[config.mk]
export PLATFORM = sky130hd
export DESIGN_NAME = pps_ts_clock
export DESIGN_NICKNAME = d
export VERILOG_FILES = /design/src/rtl/tsc_pkg.sv /design/src/rtl/tsc_rst_sync.sv /design/src/rtl/tsc_pps_detect.sv /design/src/rtl/tsc_tod_counter.sv /design/src/rtl/tsc_trig_latch.sv /design/src/rtl/pps_ts_clock.sv
export SDC_FILE = /design/constraint.sdc
export NUM_CORES = 1
export LEC_CHECK = 0
export BUFFER_PORTS_ARGS = -buffer_cell sky130_fd_sc_hd__buf_2
export CAP_MARGIN = 15
export CORE_UTILIZATION = 40
export CTS_BUF_LIST = sky130_fd_sc_hd__clkbuf_8
export CTS_CLUSTER_SIZE = 25
export DETAILED_ROUTE_END_ITERATION = 8
export GPL_TIMING_DRIVEN = 0
export SYNTH_ARGS = -nofsm -noshare
export SYNTH_HDL_FRONTEND = slang
export SYNTH_SLANG_ARGS = --single-unit
[constraint.sdc]
create_clock -name clk -period 12.45 [get_ports clk]
set_input_delay 0 -clock clk [delete_from_list [all_inputs] [get_ports clk]]
set_output_delay 0 -clock clk [all_outputs]
set_load 0.1 [all_outputs]
[src/rtl/tsc_pkg.sv]
package tsc_pkg;
  typedef enum logic [1:0] {
    STEP_COUNT = 2'd0,
    STEP_WRAP  = 2'd1,
    STEP_ALIGN = 2'd2
  } step_e;
endpackage

[src/rtl/tsc_rst_sync.sv]
module tsc_rst_sync (
  input  logic clk,
  input  logic rst_n,
  output logic rst_n_sync
);
  logic [1:0] stage_q;

  always_ff @(posedge clk or negedge rst_n) begin
    if (!rst_n) stage_q <= 2'b00;
    else        stage_q <= {stage_q[0], 1'b1};
  end

  assign rst_n_sync = stage_q[1];
endmodule

[src/rtl/tsc_pps_detect.sv]
module tsc_pps_detect #(
  parameter int SYNC_STAGES = 2
) (
  input  logic clk,
  input  logic rst_n,
  input  logic en,
  input  logic pin,
  output logic rise,
  output logic seen
);
  logic [SYNC_STAGES-1:0] sync_q;
  logic                   last_q;
  logic                   seen_d, seen_q;

  always_ff @(posedge clk or negedge rst_n) begin
    if (!rst_n) begin
      sync_q <= '0;
      last_q <= 1'b0;
    end else begin
      sync_q <= {sync_q[SYNC_STAGES-2:0], pin};
      last_q <= sync_q[SYNC_STAGES-1];
    end
  end

  assign rise = en & sync_q[SYNC_STAGES-1] & ~last_q;

  always_comb begin
    seen_d = seen_q;
    if (!en)       seen_d = 1'b0;
    else if (rise) seen_d = 1'b1;
  end

  always_ff @(posedge clk or negedge rst_n) begin
    if (!rst_n) seen_q <= 1'b0;
    else        seen_q <= seen_d;
  end

  assign seen = seen_q;

  p_one_shot_r4: assert property (@(posedge clk) disable iff (!rst_n)
    rise |=> !rise);
  p_gated_r6: assert property (@(posedge clk) disable iff (!rst_n)
    !en |-> !rise);
  p_sticky_r9: assert property (@(posedge clk) disable iff (!rst_n)
    (seen && en) |=> seen);
  p_clear_r9: assert property (@(posedge clk) disable iff (!rst_n)
    !en |=> !seen);
endmodule

[src/rtl/tsc_tod_counter.sv]
module tsc_tod_counter
  import tsc_pkg::*;
#(
  parameter int TICKS_PER_SEC = 250_000_000,
  parameter int SEC_W         = 32,
  parameter int FRAC_W        = $clog2(TICKS_PER_SEC)
) (
  input  logic              clk,
  input  logic              rst_n,
  input  logic              align,
  input  logic              load_valid,
  input  logic [SEC_W-1:0]  load_sec,
  output logic [SEC_W-1:0]  sec_cur,
  output logic [FRAC_W-1:0] frac_cur,
  output logic [SEC_W-1:0]  sec_nxt,
  output logic [FRAC_W-1:0] frac_nxt
);
  localparam logic [FRAC_W-1:0] LAST = FRAC_W'(TICKS_PER_SEC - 1);
  localparam logic [FRAC_W-1:0] HALF = FRAC_W'(TICKS_PER_SEC / 2);

  step_e             step;
  logic [SEC_W-1:0]  sec_q, sec_d;
  logic [FRAC_W-1:0] frac_q, frac_d;
  logic              pend_q, pend_d;
  logic [SEC_W-1:0]  pval_q;

  always_comb begin
    if (align)               step = STEP_ALIGN;
    else if (frac_q == LAST) step = STEP_WRAP;
    else                     step = STEP_COUNT;
  end

  always_comb begin
    sec_d  = sec_q;
    frac_d = frac_q + 1'b1;
    pend_d = pend_q;
    case (step)
      STEP_ALIGN: begin
        frac_d = '0;
        pend_d = 1'b0;
        if (pend_q)               sec_d = pval_q;
        else if (frac_q >= HALF)  sec_d = sec_q + 1'b1;
      end
      STEP_WRAP: begin
        frac_d = '0;
        pend_d = 1'b0;
        sec_d  = pend_q ? pval_q : sec_q + 1'b1;
      end
      default: ;
    endcase
    if (load_valid) pend_d = 1'b1;
  end

  always_ff @(posedge clk or negedge rst_n) begin
    if (!rst_n) begin
      sec_q  <= '0;
      frac_q <= '0;
      pend_q <= 1'b0;
    end else begin
      sec_q  <= sec_d;
      frac_q <= frac_d;
      pend_q <= pend_d;
    end
  end

  always_ff @(posedge clk or negedge rst_n) begin
    if (!rst_n)          pval_q <= '0;
    else if (load_valid) pval_q <= load_sec;
  end

  assign sec_cur  = sec_q;
  assign frac_cur = frac_q;
  assign sec_nxt  = sec_d;
  assign frac_nxt = frac_d;

  p_frac_range_r2: assert property (@(posedge clk) disable iff (!rst_n)
    frac_q <= LAST);
  p_count_r2: assert property (@(posedge clk) disable iff (!rst_n)
    (frac_q != LAST && !align) |=> (frac_q == $past(frac_q) + 1'b1) && $stable(sec_q));
  p_wrap_r2: assert property (@(posedge clk) disable iff (!rst_n)
    (frac_q == LAST && !align && !pend_q) |=> (frac_q == '0) && (sec_q == $past(sec_q) + 1'b1));
  p_align_zero_r5: assert property (@(posedge clk) disable iff (!rst_n)
    align |=> frac_q == '0);
  p_round_up_r5: assert property (@(posedge clk) disable iff (!rst_n)
    (align && !pend_q && frac_q >= HALF) |=> sec_q == $past(sec_q) + 1'b1);
  p_round_keep_r5: assert property (@(posedge clk) disable iff (!rst_n)
    (align && !pend_q && frac_q < HALF) |=> $stable(sec_q));
  p_load_apply_r7: assert property (@(posedge clk) disable iff (!rst_n)
    ((align || frac_q == LAST) && pend_q) |=> sec_q == $past(pval_q));
endmodule

[src/rtl/tsc_trig_latch.sv]
module tsc_trig_latch #(
  parameter int SEC_W  = 32,
  parameter int FRAC_W = 28
) (
  input  logic              clk,
  input  logic              rst_n,
  input  logic              trig,
  input  logic              align,
  input  logic [SEC_W-1:0]  sec_cur,
  input  logic [FRAC_W-1:0] frac_cur,
  input  logic [SEC_W-1:0]  sec_nxt,
  input  logic [FRAC_W-1:0] frac_nxt,
  output logic              ts_valid,
  output logic [SEC_W-1:0]  ts_sec,
  output logic [FRAC_W-1:0] ts_frac
);
  logic [SEC_W-1:0]  sec_sel;
  logic [FRAC_W-1:0] frac_sel;
  logic              vld_q;
  logic [SEC_W-1:0]  sec_q;
  logic [FRAC_W-1:0] frac_q;

  always_comb begin
    sec_sel  = align ? sec_nxt  : sec_cur;
    frac_sel = align ? frac_nxt : frac_cur;
  end

  always_ff @(posedge clk or negedge rst_n) begin
    if (!rst_n) vld_q <= 1'b0;
    else        vld_q <= trig;
  end

  always_ff @(posedge clk or negedge rst_n) begin
    if (!rst_n) begin
      sec_q  <= '0;
      frac_q <= '0;
    end else if (trig) begin
      sec_q  <= sec_sel;
      frac_q <= frac_sel;
    end
  end

  assign ts_valid = vld_q;
  assign ts_sec   = sec_q;
  assign ts_frac  = frac_q;

  p_strobe_r3: assert property (@(posedge clk) disable iff (!rst_n)
    trig |=> ts_valid);
  p_strobe_low_r3: assert property (@(posedge clk) disable iff (!rst_n)
    !trig |=> !ts_valid);
  p_hold_r3: assert property (@(posedge clk) disable iff (!rst_n)
    !trig |=> $stable(ts_sec) && $stable(ts_frac));
  p_corrected_r8: assert property (@(posedge clk) disable iff (!rst_n)
    (trig && align) |=> ts_frac == '0);
endmodule

[src/rtl/pps_ts_clock.sv]
module pps_ts_clock #(
  parameter int TICKS_PER_SEC = 250_000_000,
  parameter int SEC_W         = 32,
  parameter int SYNC_STAGES   = 2,
  parameter int FRAC_W        = $clog2(TICKS_PER_SEC)
) (
  input  logic              clk,
  input  logic              rst_n,
  input  logic              pps_in,
  input  logic              pps_en,
  input  logic              sec_load_valid,
  input  logic [SEC_W-1:0]  sec_load_value,
  input  logic              trig_in,
  output logic              ts_valid,
  output logic [SEC_W-1:0]  ts_sec,
  output logic [FRAC_W-1:0] ts_frac,
  output logic              pps_seen
);
  logic              rst_n_int;
  logic              align;
  logic [SEC_W-1:0]  sec_cur, sec_nxt;
  logic [FRAC_W-1:0] frac_cur, frac_nxt;

  tsc_rst_sync u_rst (
    .clk        (clk),
    .rst_n      (rst_n),
    .rst_n_sync (rst_n_int)
  );

  tsc_pps_detect #(.SYNC_STAGES(SYNC_STAGES)) u_pps (
    .clk   (clk),
    .rst_n (rst_n_int),
    .en    (pps_en),
    .pin   (pps_in),
    .rise  (align),
    .seen  (pps_seen)
  );

  tsc_tod_counter #(
    .TICKS_PER_SEC (TICKS_PER_SEC),
    .SEC_W         (SEC_W),
    .FRAC_W        (FRAC_W)
  ) u_tod (
    .clk        (clk),
    .rst_n      (rst_n_int),
    .align      (align),
    .load_valid (sec_load_valid),
    .load_sec   (sec_load_value),
    .sec_cur    (sec_cur),
    .frac_cur   (frac_cur),
    .sec_nxt    (sec_nxt),
    .frac_nxt   (frac_nxt)
  );

  tsc_trig_latch #(.SEC_W(SEC_W), .FRAC_W(FRAC_W)) u_lat (
    .clk      (clk),
    .rst_n    (rst_n_int),
    .trig     (trig_in),
    .align    (align),
    .sec_cur  (sec_cur),
    .frac_cur (frac_cur),
    .sec_nxt  (sec_nxt),
    .frac_nxt (frac_nxt),
    .ts_valid (ts_valid),
    .ts_sec   (ts_sec),
    .ts_frac  (ts_frac)
  );
endmodule

==> out/results.ini <==
[timing]
hold_violations = 0
period_needed_ps = 3260
skew_ps = 14.6
worst_pin_slew_ps = 988
rsz0062_at_grt = false
whs_ps = 170
finalSetupTns_ps = 0
slew_violations = 0
relSlewSlack = 0.339
max_freq_mhz = 307
worst_slack_ps = 9190
finalCritPeriodShare = 0.262
finalSetupViolCount = 0

[grt]
gr-total-overflow = 0
first_global_vias = 6869
grt_pass1_wl_um = 39700
antenna_found_initial = 0
track_usage = 0.258
grt_max_degree = 58

[clock_network]
cts.htree.levels = 4
cts_buffers = 17
insertion_delay_ps = 470
cts_tree = yes
root_buffer = clkbuf_8
clock_sinks = 160
cts_resized = 0
clock_path_buffers = 2
clkTransAtPathRegs_ps = 90

[placement]
preCtsSetupSlack_ps = 9200
gp_congestion = 0.951
io_buffers = 98
hpwl_um = 17500

[yosys]
yosysSeqAreaShare = 0.497
ys.flop_type = dfrtp_1
synthCells = 860
synth-seq-cells = 160
yosysUniqueCellTypes = 72
yosys_warnings = 0
async_flop_share = 1.00
synth-edff-count = 0
syn_area_per_cell_um2 = 9.38
synth_area_mm2 = 0.00806
syn-num-nets = 901

[worst_hold_path]
hold_path.class = in2reg
min_path_cells = 2

[floorplanning]
io_pins = 100
start_util = 0.412
row_count = 51
die_x_um = 144
core_mm2 = 0.0196
die-area_mm2 = 0.0207
die_h_um = 144

[routing]
wl_um = 25700
ant_nets = 0
vias = 7337
via_per_inst = 5.67
wire_per_inst_um = 19.9
first_pass_iters = 5
route.detailed.drc = 0
drt_iter0_drc = 635

[cells_and_area]
area_delta_synth_final_pct = 20.5
drive_gt1_frac = 0.190
finalNetCount = 1057
num_antenna_cells = 0
final_common_cell = dfrtp_1
mostFrequentLayoutCells = dfrtp_1, nor2_1, buf_2

[setup_path]
critPathKind = reg2reg
crit_arrival_ps = 3610
worstSetupStartpointType = flop
rr_worst_depth = 9
end_kind = flop
required_ps = 12800
crit_fanout = 10

[pwr]
ir_worst_vdd_v = 0.0000836
power_density_mw_per_mm2 = 152
cellLeakagePower_nw = 4.16

[flow_run]
cap_viol_max_count = 0

[outcome]
outcome = finished clean

==> metal layers <==
layer  vias up  part of all wire  track usage
met2       298              0.42        0.367
met4         0             0.026       0.0879
li1       3385                 -            -
met1      3611              0.47        0.389
met3        43             0.074       0.0457
met5         -                 0            0
==> synth_stat cells (4+ instances only) <==
| master | count | share of area |
|---|---|---|
| dfrtp_1 | 160 | 0.50 |
| nor2_1 | 119 | 0.055 |
| nand2_1 | 88 | 0.041 |
| a21oi_1 | 70 | 0.043 |
| clkbuf_1 | 46 | 0.021 |
| o21ai_0 | 45 | 0.028 |
| nand3_1 | 33 | 0.020 |
| mux2_2 | 30 | 0.042 |
| o2bb2ai_1 | 28 | 0.030 |
| nand4_1 | 18 | 0.014 |
| inv_1 | 17 | 0.0079 |
| xnor2_1 | 17 | 0.018 |
| and3_1 | 16 | 0.012 |
| nor3_1 | 13 | 0.0081 |
| xor2_1 | 13 | 0.014 |
| nand2b_1 | 11 | 0.0085 |
| buf_2 | 9 | 0.0056 |
| a31oi_1 | 7 | 0.0054 |
| o211ai_1 | 7 | 0.0065 |
| a211o_1 | 6 | 0.0065 |
| a211oi_1 | 5 | 0.0047 |
| a221o_1 | 5 | 0.0062 |
| o221ai_1 | 5 | 0.0054 |
| or3_1 | 5 | 0.0039 |
| nor4_1 | 4 | 0.0031 |
| o22a_1 | 4 | 0.0043 |
| o31ai_1 | 4 | 0.0037 |
==> repair_timing <==
action,CTS,global route
buffers inserted,0,0
hold endpoints to repair,37,0
hold buffers,37,0
==> logic make-up after synthesis <==
group | Yosys count | synth area share
compound gates | 225 | 0.189
flops | 160 | 0.497
xor+xnor | 30 | 0.0326
buf+inv | 80 | 0.0410
fa+ha+maj | 3 | 0.00466
simple gates | 329 | 0.192
other cells | 1 | 0.000465
mux | 32 | 0.0444
==> path summary, 6_finish.rpt <==
check / slack, ps / to / from
worst max-delay path: 9190 / u_tod.sec_cur[27] / u_tod.frac_cur[7]
worst min-delay path: 170 / u_pps.sync_q[0] / pps_in
worst max register to register: 9190 / u_tod.sec_cur[27] / u_tod.frac_cur[7]
worst min register to register: 360 / u_pps.sync_q[1] / u_pps.sync_q[0]
max in group asynchronous: 11330 / u_lat.ts_sec[10] / u_rst.stage_q[1]
min in group asynchronous: 370 / u_rst.stage_q[1] / rst_n
==> state kept, by name (all words and copies together) (netlist names) <==
signal,flops
u_lat.ts_sec,32
u_pps.sync_q,2
u_lat.ts_frac,28
u_rst.stage_q,2
u_tod.pval_q,32
u_tod.sec_cur,32
u_lat.ts_valid,1
u_tod.pend_q,1
u_pps.last_q,1
u_tod.frac_cur,28
u_pps.seen,1
==> power breakdown <==
group	leakage, nW	internal [W]	switching [W]
clock	0.205	0.000197	0.000200
sequential	1.98	0.000585	0.0000680
combinational	1.98	0.000104	0.000319
total	4.16	0.000886	0.000587
==> layout make-up <==
type / instances / area (um2)
multi-input cells: 620 / 3730
flip-flops and latches: 160 / 4010
repair buffers: 137 / 916
clock buffers: 21 / 289
inverters: 19 / 71.3
fillers: 1937 / 9870
well taps: 265 / 332
clock inverters: 10 / 111
plain buffers: 61 / 259
==> worst max-delay path, cell delays in order (launching register included) <==
cell and delay [ps]:
dfrtp_1 330, clkbuf_1 310, o21ai_0 220, a2111oi_2 500, o221ai_1 300, buf_2 290
a21oi_2 510, nand3_1 300, o21ai_0 280, a211oi_2 100
==> per-stage QoR <==
| step | utilization | power (W) | cells | area [um2] |
|---|---|---|---|---|
| after detailed placement | 0.457 | 0.00107 | 1225 | 8940 |
| after global routing | 0.496 | 0.00154 | 1293 | 9720 |
| after global placement | 0.454 | 0.00107 | 1223 | 8890 |
| final | 0.496 | 0.00147 | 1293 | 9720 |
| after floorplan | - | 0.000974 | 860 | 8060 |
| after CTS | 0.496 | 0.00148 | 1293 | 9720 |
No activity file was read; power rests on OpenSTA's default activity.
